===== src/rtl/mfu_pkg.sv =====
package mfu_pkg;

  typedef enum logic [1:0] {
    ACT_NONE    = 2'd0,
    ACT_HIT     = 2'd1,
    ACT_FILL    = 2'd2,
    ACT_REPLACE = 2'd3
  } act_e;

endpackage


===== src/rtl/mfu_lookup.sv =====
module mfu_lookup #(
  parameter int NUM_FRAMES = 4,
  parameter int PAGE_W     = 8,
  localparam int FIDX_W    = $clog2(NUM_FRAMES)
) (
  input  logic [NUM_FRAMES-1:0]             vld_i,
  input  logic [NUM_FRAMES-1:0][PAGE_W-1:0] page_i,
  input  logic [PAGE_W-1:0]                 req_page_i,
  output logic                              hit_o,
  output logic [FIDX_W-1:0]                 hit_idx_o,
  output logic                              has_empty_o,
  output logic [FIDX_W-1:0]                 empty_idx_o
);

  logic [NUM_FRAMES-1:0] match;

  for (genvar g = 0; g < NUM_FRAMES; g++) begin : g_cmp
    assign match[g] = vld_i[g] && (page_i[g] == req_page_i);
  end

  assign hit_o       = |match;
  assign has_empty_o = ~&vld_i;

  // lowest index wins in both encoders
  always_comb begin
    hit_idx_o   = '0;
    empty_idx_o = '0;
    for (int i = NUM_FRAMES - 1; i >= 0; i--) begin
      if (match[i])  hit_idx_o   = FIDX_W'(i);
      if (!vld_i[i]) empty_idx_o = FIDX_W'(i);
    end
  end

endmodule


===== src/rtl/mfu_victim.sv =====
module mfu_victim #(
  parameter int NUM_FRAMES = 4,
  parameter int CNT_W      = 4,
  localparam int FIDX_W    = $clog2(NUM_FRAMES)
) (
  input  logic [NUM_FRAMES-1:0][CNT_W-1:0]  cnt_i,
  input  logic [NUM_FRAMES-1:0][FIDX_W-1:0] age_i,
  output logic [FIDX_W-1:0]                 vic_idx_o
);

  logic [NUM_FRAMES-1:0] beats_all;

  // frame i wins when it outranks every other: higher count, or equal count and older
  for (genvar g = 0; g < NUM_FRAMES; g++) begin : g_rank
    always_comb begin
      beats_all[g] = 1'b1;
      for (int j = 0; j < NUM_FRAMES; j++) begin
        if (j != g) begin
          if (!((cnt_i[g] > cnt_i[j]) ||
                ((cnt_i[g] == cnt_i[j]) && (age_i[g] > age_i[j]))))
            beats_all[g] = 1'b0;
        end
      end
    end
  end

  always_comb begin
    vic_idx_o = '0;
    for (int i = NUM_FRAMES - 1; i >= 0; i--)
      if (beats_all[i]) vic_idx_o = FIDX_W'(i);
  end

endmodule


===== src/rtl/mfu_frame_table.sv =====
module mfu_frame_table
  import mfu_pkg::*;
#(
  parameter int NUM_FRAMES = 4,
  parameter int PAGE_W     = 8,
  parameter int CNT_W      = 4,
  localparam int FIDX_W    = $clog2(NUM_FRAMES),
  localparam logic [CNT_W-1:0] CNT_MAX = {CNT_W{1'b1}}
) (
  input  logic                              clk_i,
  input  logic                              rst_ni,
  input  act_e                              act_i,
  input  logic [FIDX_W-1:0]                 idx_i,
  input  logic [PAGE_W-1:0]                 page_i,
  output logic [NUM_FRAMES-1:0]             vld_o,
  output logic [NUM_FRAMES-1:0][PAGE_W-1:0] page_o,
  output logic [NUM_FRAMES-1:0][CNT_W-1:0]  cnt_o,
  output logic [NUM_FRAMES-1:0][FIDX_W-1:0] age_o
);

  logic [FIDX_W-1:0] tgt_age;
  logic              load;

  assign tgt_age = age_o[idx_i];
  assign load    = (act_i == ACT_FILL) || (act_i == ACT_REPLACE);

  // age is a rank among valid frames: 0 = newest; kept a permutation by
  // aging only the frames younger than the one being overwritten
  for (genvar g = 0; g < NUM_FRAMES; g++) begin : g_frame
    logic sel;
    logic bump;
    assign sel  = (idx_i == FIDX_W'(g));
    assign bump = load && !sel && vld_o[g] &&
                  ((act_i == ACT_FILL) || (age_o[g] < tgt_age));

    always_ff @(posedge clk_i or negedge rst_ni) begin
      if (!rst_ni) begin
        vld_o[g]  <= 1'b0;
        page_o[g] <= '0;
        cnt_o[g]  <= '0;
        age_o[g]  <= '0;
      end else begin
        if (load && sel) begin
          vld_o[g]  <= 1'b1;
          page_o[g] <= page_i;
          cnt_o[g]  <= CNT_W'(1);
          age_o[g]  <= '0;
        end else if (bump) begin
          age_o[g] <= age_o[g] + 1'b1;
        end
        if (act_i == ACT_HIT && sel && cnt_o[g] != CNT_MAX)
          cnt_o[g] <= cnt_o[g] + 1'b1;
      end
    end
  end

endmodule


===== src/rtl/mfu_pager.sv =====
module mfu_pager
  import mfu_pkg::*;
#(
  parameter int NUM_FRAMES = 4,
  parameter int PAGE_W     = 8,
  parameter int CNT_W      = 4,
  parameter int FAULT_W    = 16,
  localparam int FIDX_W    = $clog2(NUM_FRAMES)
) (
  input  logic               clk_i,
  input  logic               rst_ni,
  input  logic               req_valid_i,
  input  logic [PAGE_W-1:0]  req_page_i,
  output logic               req_ready_o,
  output logic               rsp_valid_o,
  output logic               rsp_hit_o,
  output logic [FIDX_W-1:0]  rsp_frame_o,
  output logic               rsp_evict_o,
  output logic [PAGE_W-1:0]  rsp_victim_o,
  output logic [FAULT_W-1:0] fault_cnt_o
);

  logic [NUM_FRAMES-1:0]             frame_vld;
  logic [NUM_FRAMES-1:0][PAGE_W-1:0] frame_page;
  logic [NUM_FRAMES-1:0][CNT_W-1:0]  frame_cnt;
  logic [NUM_FRAMES-1:0][FIDX_W-1:0] frame_age;

  logic              hit, has_empty, fire;
  logic [FIDX_W-1:0] hit_idx, empty_idx, vic_idx, use_idx;
  act_e              act;

  assign req_ready_o = rst_ni;
  assign fire        = req_valid_i && req_ready_o;

  mfu_lookup #(.NUM_FRAMES(NUM_FRAMES), .PAGE_W(PAGE_W)) u_lookup (
    .vld_i       (frame_vld),
    .page_i      (frame_page),
    .req_page_i  (req_page_i),
    .hit_o       (hit),
    .hit_idx_o   (hit_idx),
    .has_empty_o (has_empty),
    .empty_idx_o (empty_idx)
  );

  mfu_victim #(.NUM_FRAMES(NUM_FRAMES), .CNT_W(CNT_W)) u_victim (
    .cnt_i     (frame_cnt),
    .age_i     (frame_age),
    .vic_idx_o (vic_idx)
  );

  always_comb begin
    act     = ACT_NONE;
    use_idx = hit_idx;
    if (fire) begin
      if (hit) begin
        act = ACT_HIT;
      end else if (has_empty) begin
        act     = ACT_FILL;
        use_idx = empty_idx;
      end else begin
        act     = ACT_REPLACE;
        use_idx = vic_idx;
      end
    end
  end

  mfu_frame_table #(.NUM_FRAMES(NUM_FRAMES), .PAGE_W(PAGE_W), .CNT_W(CNT_W)) u_table (
    .clk_i  (clk_i),
    .rst_ni (rst_ni),
    .act_i  (act),
    .idx_i  (use_idx),
    .page_i (req_page_i),
    .vld_o  (frame_vld),
    .page_o (frame_page),
    .cnt_o  (frame_cnt),
    .age_o  (frame_age)
  );

  always_ff @(posedge clk_i or negedge rst_ni) begin
    if (!rst_ni) begin
      rsp_valid_o  <= 1'b0;
      rsp_hit_o    <= 1'b0;
      rsp_frame_o  <= '0;
      rsp_evict_o  <= 1'b0;
      rsp_victim_o <= '0;
      fault_cnt_o  <= '0;
    end else begin
      rsp_valid_o <= fire;
      if (fire) begin
        rsp_hit_o    <= (act == ACT_HIT);
        rsp_frame_o  <= use_idx;
        rsp_evict_o  <= (act == ACT_REPLACE);
        rsp_victim_o <= frame_page[use_idx];
        if (act != ACT_HIT) fault_cnt_o <= fault_cnt_o + 1'b1;
      end else begin
        rsp_evict_o <= 1'b0;
      end
    end
  end

endmodule


===== config.mk =====
export PLATFORM = sky130hd
export DESIGN_NAME = mfu_pager
export DESIGN_NICKNAME = d
export VERILOG_FILES = /design/src/rtl/mfu_pkg.sv /design/src/rtl/mfu_lookup.sv /design/src/rtl/mfu_victim.sv /design/src/rtl/mfu_frame_table.sv /design/src/rtl/mfu_pager.sv
export SDC_FILE = /design/constraint.sdc
export NUM_CORES = 1
export LEC_CHECK = 0
export BUFFER_PORTS_ARGS = -buffer_cell sky130_fd_sc_hd__buf_2
export CORE_MARGIN = 2
export CORE_UTILIZATION = 65
export DETAILED_ROUTE_END_ITERATION = 10
export GPL_TIMING_DRIVEN = 0
export PLACE_DENSITY = 0.91
export SLEW_MARGIN = 20
export SYNTH_ARGS = -nofsm -noshare
export SYNTH_HDL_FRONTEND = slang
export SYNTH_SLANG_ARGS = --single-unit
export TNS_END_PERCENT = 10

===== constraint.sdc =====
create_clock -name clk_i -period 7.3 [get_ports clk_i]
set_input_delay 1.825 -clock clk_i [delete_from_list [all_inputs] [get_ports clk_i]]
set_output_delay 1.825 -clock clk_i [all_outputs]
set_load 0.01 [all_outputs]

==> run summary, run 1 <==
Compound-Gate Fraction of Synth Area - 17.16%
Post-CTS Resized - 0
Via density per instance - 6.602
Design Power - 2.383 mW
Clock Pin Slew Worst Setup and Hold Paths - 0.09 ns
H-tree depth - 3
ANT nets after route - 0
Crit path max fanout - 10
Core Area - 0.008721 mm²
Max incr delay on CP - 0.55 ns
RSZ-0062 raised after global routing - no
CP required - 7.57 ns
Synth warn - 0
Top delay family on crit path - simple AND/OR/NAND/NOR gates
Total Nets Final - 686
VDD IR max - 0.0002044 V
Root Buffer - clkbuf_8
Die ar. - 0.009806 mm²
Hold Violations, Final - 0
Clock skew - 0.01502 ns
Hold Path Class - register to register
Slew Viols, Final - 0
Final Cycle Share - 66.55%
Outcome - finished clean
I/O pin count - 41
Unique masters post-synth - 77
Critical Path Slowest Stage Cell - buf_1
Max_cap viols - 0
Max frequency - 205.8 MHz
Async set-reset flop share out of synthesis - 100.0%
Via Count - 4,932
Cells after Synth - 590
Worst path cell trace - buf_2 -> xor2_1 -> nor3_1 -> nand4_1 -> nand4_1 -> nor3_1 -> o21ai_2 -> nand2_1 -> buf_2 -> buf_1 -> a211oi_1 -> a21o_1
Initial antenna violation count - 0
Tot GR Track Use - 30.43%
Iteration-0 DRC Markers - 510
Final HPWL DP - 10,520 µm
Num rows - 34
Area growth from synthesis to layout - 8.868%
Main synth FF type - dfrtp_1
Detailed Routing Iterations Pass 1 - 6
Wirelength per Cell - 19.47 µm
Post-DP Area - 0.006195 mm²
CTS tree - yes
LEAKAGE - 2.947 nW
Largest family of logic cells by synthesized area - compound AO/OA/AOI/OAI gates
Routed WL - 14,540 µm
Post-synthesis mux area share - 9.060%
Sequential area share after synthesis - 37.95%
Antenna cells - 0
#FFs+latches synth - 89
Die X - 99.03 µm
Design area - 0.006390 mm²
Slew HR - 45.91%
Syn Std Cell Area - 0.005869 mm²
Crit end category - register
First-pass GRT wire length - 23,780 µm
Number of global-route vias before repair - 4,926
Pin count of the biggest net entering global routing - 52
Crit start category - input pin
Simple-gate share of the synthesized area - 15.86%
Final core utilization - 73.27%
Placer Congestion - 1.018
Synth Net Count - 642
IO buf count - 32
Arr. time, crit path - 5.12 ns
Residual DRC - 0
Share of cells above drive strength 1 - 18.47%
Placed insts - 731
CTS Buf Count - 9
Hold_buf cts - 0
Sum Neg Setup Slack - 0 ns
Layout Cells excl Fill - 747
WP buf/inv - 3
Post-route minimum period - 4.859 ns
EDFF count, synth - 0
Die height - 99.03 µm
Grt total ovfl - 0
Final setup fails - 0
Initial Utilization - 67.30%
Clk sinks - 89
Mapped Avg Cell Area - 9.948 µm²
Postcts setup bufs - 0
Synth Area in Adders - 9.103%
Critical path class - input pin to register
Clk_lat worst skew - 0.37 ns
XOR/XNOR Fraction of Synth Area - 7.013%
Maximum root-to-sink buffer count - 2
Slew @ Worst Pin - 0.8084 ns
Power per Cell Area - 372.9 mW/mm²
-- Yosys cell counts (4+ instances only) --
cell / number / area share (%)
nand4_1: 16 / 1.7
buf_2: 10 / 0.85
nor3_1: 11 / 0.94
xnor2_1: 21 / 3.1
a2bb2oi_1: 4 / 0.60
nor4_1: 5 / 0.53
and3_1: 11 / 1.2
dfrtp_1: 89 / 38
a22oi_1: 5 / 0.64
a22o_1: 4 / 0.60
mux2_2: 33 / 6.3
and2_0: 5 / 0.53
o21ai_0: 21 / 1.8
a31oi_1: 8 / 0.85
nor2b_1: 9 / 0.96
inv_1: 25 / 1.6
ha_1: 41 / 8.7
mux2i_1: 16 / 2.7
a211oi_1: 20 / 2.6
a21oi_1: 25 / 2.1
nand2_1: 46 / 2.9
and2_1: 5 / 0.53
nor2_1: 22 / 1.4
nand2b_1: 5 / 0.53
clkbuf_1: 12 / 0.77
xor2_1: 26 / 3.9
a21o_1: 10 / 1.3
nand3_1: 19 / 1.6
-- routing by layer --
metal | up-vias | wire (µm) | track usage (%)
met3 | 48 | 962 | 3.688
met1 | 2401 | 6030 | 39.85
met2 | 228 | 7104 | 50.47
met4 | 0 | 446 | 14.33
met5 | - | 0 | 0
li1 | 2255 | - | -
-- kinds of logic after synthesis --
kind of cell / count (synthesis)
compound gates: 136
xor+xnor: 47
fa+ha+maj: 43
buf+inv: 53
flops: 89
mux: 49
simple gates: 173
-- metrics by stage --
| step | worst slack, ns | hold slack [ns] |
|---|---|---|
| 3_3_place_gp | 1.069 | 0.4513 |
| 6_report | 2.441 | 0.4825 |
| 4_1_cts | 2.560 | 0.4845 |
| 3_5_place_dp | 2.242 | 0.4640 |
| 5_1_grt | 2.340 | 0.5091 |
| 2_1_floorplan | 3.184 | 0.5039 |
-- area by class of cell --
type                       count  area [µm²]
multi-input combinational    448        3416
fill                         586        2331
sequential                    89        2227
timing repair buffer          33       190.2
tap                          108       135.1
buffer                        27       128.9
clock buffer                  10       127.6
inverter                      26       97.59
clock inverter                 6       67.56
-- cell usage in the layout (no fill, tap or decap), types with 3 or more instances in the layout --
cell / instances
nand4_1: 16
mux2i_1: 16
nor2b_1: 9
a2bb2oi_1: 4
buf_2: 41
a21o_1: 10
a22oi_1: 5
or3_1: 3
o211ai_1: 3
buf_4: 3
inv_1: 25
nor4_1: 5
o21ai_0: 21
a22o_1: 4
mux2_2: 33
a211oi_1: 20
nand3_1: 19
clkbuf_1: 13
and4_1: 3
xnor2_1: 21
xor2_1: 26
clkbuf_8: 9
ha_1: 41
nor2_1: 22
dfrtp_1: 89
a21oi_1: 25
and2_0: 5
and3_1: 11
and2_1: 5
nor3_1: 11
a31oi_1: 8
nand2b_1: 5
nand2_1: 46
o211ai_2: 3
-- power breakdown --
group	leakage (nW)	switching [mW]	internal, mW	total, mW
logic	1.73	0.678	0.547	1.22
clock network	0.0929	0.187	0.160	0.347
registers	1.13	0.169	0.642	0.811
total	2.95	1.03	1.35	2.38
-- sequential cells by signal, indices dropped and copies added (netlist names), 2 cells and up --
signal	count
rsp_frame_o	2
rsp_victim_o	8
fault_cnt_o	16
u_table.page_o	32
u_table.vld_o	4
u_table.age_o	8
u_table.cnt_o	16
-- path summary, 6_finish.rpt --
path | startpoint | endpoint | slack, ns | cells after the start
max reg2reg | u_table.age_o[3]$_DFFE_PN0P_ | rsp_victim_o[2]$_DFFE_PN0P_ | 3.10 | 14
max in group asynchronous | rst_ni | u_table.cnt_o[10]$_DFFE_PN0P_ | 5.25 | 2
min | rsp_victim_o[6]$_DFFE_PN0P_ | rsp_victim_o[6]$_DFFE_PN0P_ | 0.48 | 1
min in group asynchronous | rst_ni | u_table.page_o[12]$_DFFE_PN0P_ | 1.42 | 1
max | req_page_i[3] | rsp_victim_o[2]$_DFFE_PN0P_ | 2.44 | 12
min reg2reg | rsp_victim_o[6]$_DFFE_PN0P_ | rsp_victim_o[6]$_DFFE_PN0P_ | 0.48 | 1
Power figures use the tool's default switching activity.
==> inputs of run 2 (changes only) <==
--- a/config.mk
+++ b/config.mk
@@ -7,10 +7,10 @@
 export LEC_CHECK = 0
 export BUFFER_PORTS_ARGS = -buffer_cell sky130_fd_sc_hd__buf_2
 export CORE_MARGIN = 2
-export CORE_UTILIZATION = 65
+export CORE_UTILIZATION = 61
 export DETAILED_ROUTE_END_ITERATION = 10
 export GPL_TIMING_DRIVEN = 0
-export PLACE_DENSITY = 0.91
+export PLACE_DENSITY = 0.86
 export SLEW_MARGIN = 20
 export SYNTH_ARGS = -nofsm -noshare
 export SYNTH_HDL_FRONTEND = slang
==> constraint.sdc (replaced) <==
create_clock -name clk_i -period 5 [get_ports clk_i]
set_input_delay 1.25 -clock clk_i [delete_from_list [all_inputs] [get_ports clk_i]]
set_output_delay 1.25 -clock clk_i [all_outputs]
set_load 0.01 [all_outputs]
==> run 2 against run 1 <==
Clock power increased by 54%; setup slack got worse by 1.7 ns; critical path depth unchanged; combinational power increased by 47%; largest cell class unchanged; critical path type unchanged; non-clock buffer count unchanged; final area increased by 0.78%.
==> run summary, run 2 (synthesis results as in run 1) <==
Crit path max fanout - 10
Clock skew - 0.01627 ns
Largest regs - u_table.page_o (32), fault_cnt_o (16), u_table.cnt_o (16)
Critical Path Slowest Stage Cell - buf_1
Die ar. - 0.01042 mm²
CP required - 5.26 ns
Clock Pin Slew Worst Setup and Hold Paths - 0.10 ns
Max frequency - 236.7 MHz
Placer Congestion - 0.9477
Hold WS - 0.4818 ns
DR top layer - met4
Hold Path Class - register to register
Num rows - 35
Power per Cell Area - 546.0 mW/mm²
Placed insts - 752
Via density per instance - 6.335
Sum Neg Setup Slack - 0 ns
Post-route minimum period - 4.225 ns
Die height - 102.1 µm
Layout Cells excl Fill - 768
Slew Viols, Final - 0
CTS tree - yes
Total Nets Final - 686
Biggest register - u_table.page_o
LEAKAGE - 2.965 nW
Core Area - 0.009284 mm²
Hold Violations, Final - 0
Maximum root-to-sink buffer count - 2
Share of cells above drive strength 1 - 18.62%
Switching share of power - 43.68%
Power share of the clock group - 15.2%
Max incr delay on CP - 0.57 ns
CTS Buf Count - 9
Final Cycle Share - 84.51%
Tot GR Track Use - 29.02%
Combinational Power Share - 51.0%
Final HPWL DP - 10,730 µm
Seq pwr share - 33.7%
I/O pin count - 41
Root Buffer - clkbuf_8
Crit start category - input pin
Post-Route M1 WL - 6151 µm
Most frequent cells in the layout - 89 x dfrtp_1, 46 x nand2_1, 41 x buf_2, 41 x ha_1, 33 x mux2_2
Slew @ Worst Pin - 0.7547 ns
H-tree depth - 3
Clk sinks - 89
Critical path class - input pin to register
First-pass GRT wire length - 23,500 µm
IO buf count - 32
WL met3 - 890 µm
Detailed Routing Iterations Pass 1 - 5
Hold_buf cts - 0
Largest register FFs - 32
Sw power - 1.536 mW
Via Count - 4,865
DR WL met2 - 7114 µm
RSZ-0062 raised after global routing - no
Antenna cells - 0
Slew HR - 49.50%
Most common cell after layout, fill and taps aside - dfrtp_1
Initial Utilization - 63.22%
Residual DRC - 0
Max_cap viols - 0
Clk_lat worst skew - 0.37 ns
Initial antenna violation count - 0
Pin count of the biggest net entering global routing - 55
Arr. time, crit path - 4.48 ns
VDD IR max - 0.0002976 V
Internal power - 1.980 mW
Design Power - 3.516 mW
Postcts setup bufs - 0
Final setup fails - 0
Iteration-0 DRC Markers - 456
Grt total ovfl - 0
Number of global-route vias before repair - 4,825
Outcome - finished clean
Worst path cell trace - buf_2 -> xor2_1 -> nor3_1 -> nand4_1 -> nand4_1 -> nor3_1 -> o21ai_2 -> nand2_1 -> buf_2 -> buf_1 -> a211oi_1 -> a21o_1
Wirelength per Cell - 18.81 µm
Crit end category - register
Routed WL - 14,450 µm
Post-CTS Resized - 0
Area growth from synthesis to layout - 9.721%
ANT nets after route - 0
Die X - 102.1 µm
## run 2: changes by cell type in the layout (fill, tap and decap cells not counted), sizes merged
cell      previous run  this run
clkbuf              22        21
clkinvlp             2         0
inv                 26        29
## run 2: metrics by stage
| step | util [%] | cell area (µm²) | setup WS, ns |
|---|---|---|---|
| after detailed placement | 67.01 | 6221 | 0.4209 |
| after CTS | 69.37 | 6440 | 0.8291 |
| final | 69.37 | 6440 | 0.7745 |
| after global placement | 66.68 | 6191 | -0.6245 |
| after global routing | 69.37 | 6440 | 0.5589 |
| after floorplan | - | 5869 | 1.459 |
## run 2: layout make-up
class / count / area [µm²]
Multi-Input combinational cell: 448 / 3416
Inverter: 26 / 97.59
Sequential cell: 89 / 2227
Clock inverter: 7 / 95.09
Timing Repair Buffer: 33 / 190.2
Tap cell: 129 / 161.4
Fill cell: 710 / 2844
Buffer: 27 / 128.9
Clock buffer: 9 / 123.9
## run 2: per-layer routing
layer / up-vias / GRT usage (%)
li1: 2257 / -
met1: 2391 / 38.34
met2: 183 / 47.93
met3: 34 / 5.335
met4: 0 / 10.77
met5: - / 0
## run 2: final timing paths
| path | from | cells after the start | slack [ns] | end |
|---|---|---|---|---|
| max reg2reg | u_table.age_o[3]$_DFFE_PN0P_ | 14 | 0.95 | rsp_victim_o[7]$_DFFE_PN0P_ |
| min in group asynchronous | rst_ni | 1 | 0.84 | u_table.cnt_o[0]$_DFFE_PN0P_ |
| max | req_page_i[4] | 12 | 0.77 | rsp_victim_o[7]$_DFFE_PN0P_ |
| min reg2reg | fault_cnt_o[15]$_DFFE_PN0P_ | 1 | 0.48 | fault_cnt_o[15]$_DFFE_PN0P_ |
| max in group asynchronous | rst_ni | 2 | 3.52 | u_table.age_o[2]$_DFFE_PN0P_ |
| min | fault_cnt_o[15]$_DFFE_PN0P_ | 1 | 0.48 | fault_cnt_o[15]$_DFFE_PN0P_ |
## run 2: worst max-delay path: cells and delay by family
kind                   cells  cell delay [ns]
buffers and inverters      3             1.10
AO/OA/AOI/OAI              3             0.54
XOR/XNOR                   1             0.22
AND/OR/NAND/NOR            5             1.37
## run 2: power groups by stage
stage	sequential [mW]	combinational, mW	clock (mW)
6_report	1.19	1.79	0.536
5_1_grt	1.22	1.97	0.574
4_1_cts	1.18	1.77	0.543
3_5_place_dp	1.19	1.76	0
3_3_place_gp	1.17	1.69	0
2_1_floorplan	1.16	1.31	0
==> inputs of run 3 (changes only) <==
==> constraint.sdc (replaced) <==
create_clock -name clk_i -period 4 [get_ports clk_i]
set_input_delay 1 -clock clk_i [delete_from_list [all_inputs] [get_ports clk_i]]
set_output_delay 1 -clock clk_i [all_outputs]
set_load 0.01 [all_outputs]
==> run 3 against run 2 <==
Setup slack worse by 0.48 ns; hold slack about the same; clock-buffer cell count unchanged; die area unchanged; clock power up 25%; routed wire length about the same; critical path type is now register to register; combinational power up 27%; sequential share of layout area down 0.087 points.
==> run summary, run 3 (synthesis results as in run 1) <==
Outcome - finished clean
Critical path class - register to register
Largest register FFs - 32
Crit start category - register
Combinational Power Share - 51.3%
Grt total ovfl - 0
Final HPWL DP - 10,730 µm
Crit path max fanout - 10
Slew @ Worst Pin - 0.7650 ns
Critical path startpoint - u_table.cnt_o[11]$_DFFE_PN0P_
CTS tree - yes
Placed insts - 752
Largest regs - u_table.page_o (32), fault_cnt_o (16), u_table.cnt_o (16)
Biggest register - u_table.page_o
Slew HR - 48.81%
Number of global-route vias before repair - 4,823
Initial Utilization - 63.22%
Power per Cell Area - 684.4 mW/mm²
Arr. time, crit path - 4.03 ns
Crit end category - register
ANT nets after route - 0
Residual DRC - 0
IO buf count - 32
Die ar. - 0.01042 mm²
Final WS setup - 0.2919 ns
Routed WL - 14,440 µm
VDD IR max - 0.0003715 V
DR top layer - met4
Total Nets Final - 686
Power share of the clock group - 15.2%
Clk sinks - 89
Via Count - 4,914
Reg-to-reg endpoint - rsp_victim_o[5]$_DFFE_PN0P_
Die X - 102.1 µm
RSZ-0062 raised after global routing - no
Most frequent cells in the layout - 89 x dfrtp_1, 45 x nand2_1, 41 x buf_2, 41 x ha_1, 33 x mux2_2
Sum Neg Setup Slack - 0 ns
Reg2Reg Launch Point - u_table.cnt_o[11]$_DFFE_PN0P_
Area growth from synthesis to layout - 9.998%
CP required - 4.32 ns
Reg2Reg Depth - 13
Max_cap viols - 0
Sw power - 1.933 mW
Seq pwr share - 33.6%
Maximum root-to-sink buffer count - 2
Hold Path Origin - fault_cnt_o[15]$_DFFE_PN0P_
Postcts setup bufs - 0
Placer Congestion - 0.9477
Detailed Routing Iterations Pass 1 - 6
Clock Pin Slew Worst Setup and Hold Paths - 0.11 ns
Hold Violations, Final - 0
Max frequency - 269.7 MHz
R2R setup slack - 0.29 ns
Wirelength per Cell - 18.81 µm
Post-Route M1 WL - 6064 µm
Slew Viols, Final - 0
LEAKAGE - 2.975 nW
DR WL met2 - 7015 µm
Tot GR Track Use - 29.08%
Num rows - 35
First-pass GRT wire length - 23,550 µm
Via density per instance - 6.398
Most common cell after layout, fill and taps aside - dfrtp_1
Internal power - 2.486 mW
Pre-CTS setup slack - -0.3291 ns
Final Cycle Share - 92.70%
Root Buffer - clkbuf_8
Hold Crit Depth - 1
Design Power - 4.419 mW
Post-route minimum period - 3.708 ns
Pin count of the biggest net entering global routing - 55
Switching share of power - 43.75%
I/O pin count - 41
Initial antenna violation count - 0
Core Area - 0.009284 mm²
H-tree depth - 3
Hold Path Class - register to register
Clock skew - 0.01447 ns
WL met3 - 973 µm
Share of cells above drive strength 1 - 19.41%
Layout Cells excl Fill - 768
Iteration-0 DRC Markers - 345
Setup crit end - rsp_victim_o[5]$_DFFE_PN0P_
CTS Buf Count - 9
Clk_lat worst skew - 0.37 ns
Antenna cells - 0
Fillers - 709
Final core utilization - 69.54%
Die height - 102.1 µm
Final setup fails - 0
run 3: cell types whose count changed in the layout (fill, tap and decap cells not counted), sizes merged:
cell | previous run | this run
clkbuf | 21 | 22
buf | 48 | 47
run 3: how the worst min path moves through the flow:
| stage | end | slack, ns |
|---|---|---|
| after floorplan | fault_cnt_o[15]$_DFFE_PN0P_ | 0.50 |
| after detailed placement | rsp_victim_o[4]$_DFFE_PN0P_ | 0.46 |
| after global routing | rsp_victim_o[3]$_DFFE_PN0P_ | 0.50 |
| after global placement | fault_cnt_o[15]$_DFFE_PN0P_ | 0.45 |
| final | fault_cnt_o[15]$_DFFE_PN0P_ | 0.48 |
| after CTS | fault_cnt_o[15]$_DFFE_PN0P_ | 0.48 |
run 3: power by group through the flow:
stage | clock network [mW] | registers [mW] | logic, mW
floorplan | 0 | 1.45 | 1.64
global placement | 0 | 1.46 | 2.11
detailed placement | 0 | 1.49 | 2.20
CTS | 0.678 | 1.47 | 2.21
global route | 0.718 | 1.52 | 2.48
finish | 0.670 | 1.48 | 2.27
run 3: final cells by class:
cell class	count	area (µm²)	share of cell area [%]
Multi-Input combinational cell	448	3425	53.04
Sequential cell	89	2227	34.50
Timing Repair Buffer	33	193.9	3.004
Tap cell	129	161.4	2.500
Buffer	27	132.6	2.054
Clock buffer	9	123.9	1.919
Inverter	26	97.59	1.512
Clock inverter	7	95.09	1.473
run 3: worst max-delay path, cell delays in order, from the launching register on:
cell	delay (ns)
dfrtp_1	0.45
inv_1	0.10
ha_1	0.33
and3_4	0.22
a221oi_2	0.29
nor2_1	0.10
a2111oi_4	0.39
o211ai_2	0.21
a21oi_2	0.23
buf_6	0.19
clkbuf_1	0.55
a211oi_1	0.18
a211oi_1	0.31
a21o_1	0.12
run 3: through the flow:
stage	hold slack, ns	cell area (µm²)
floorplan	0.5039	5869
global placement	0.4519	6191
CTS	0.4830	6440
global route	0.5011	6456
detailed placement	0.4617	6221
finish	0.4819	6456
run 3: what timing repair did:
| action | 4_1_cts | 5_1_grt |
|---|---|---|
| hold buffers | 0 | 0 |
| endpoints found under the setup margin | 0 | 37 |
| resized for setup | 0 | 8 |
run 3: layer usage:
| layer | vias up | GRT usage (%) |
|---|---|---|
| met1 | 2381 | 38.38 |
| met5 | - | 0 |
| met4 | 0 | 10.87 |
| met3 | 48 | 5.267 |
| li1 | 2264 | - |
| met2 | 221 | 48.08 |
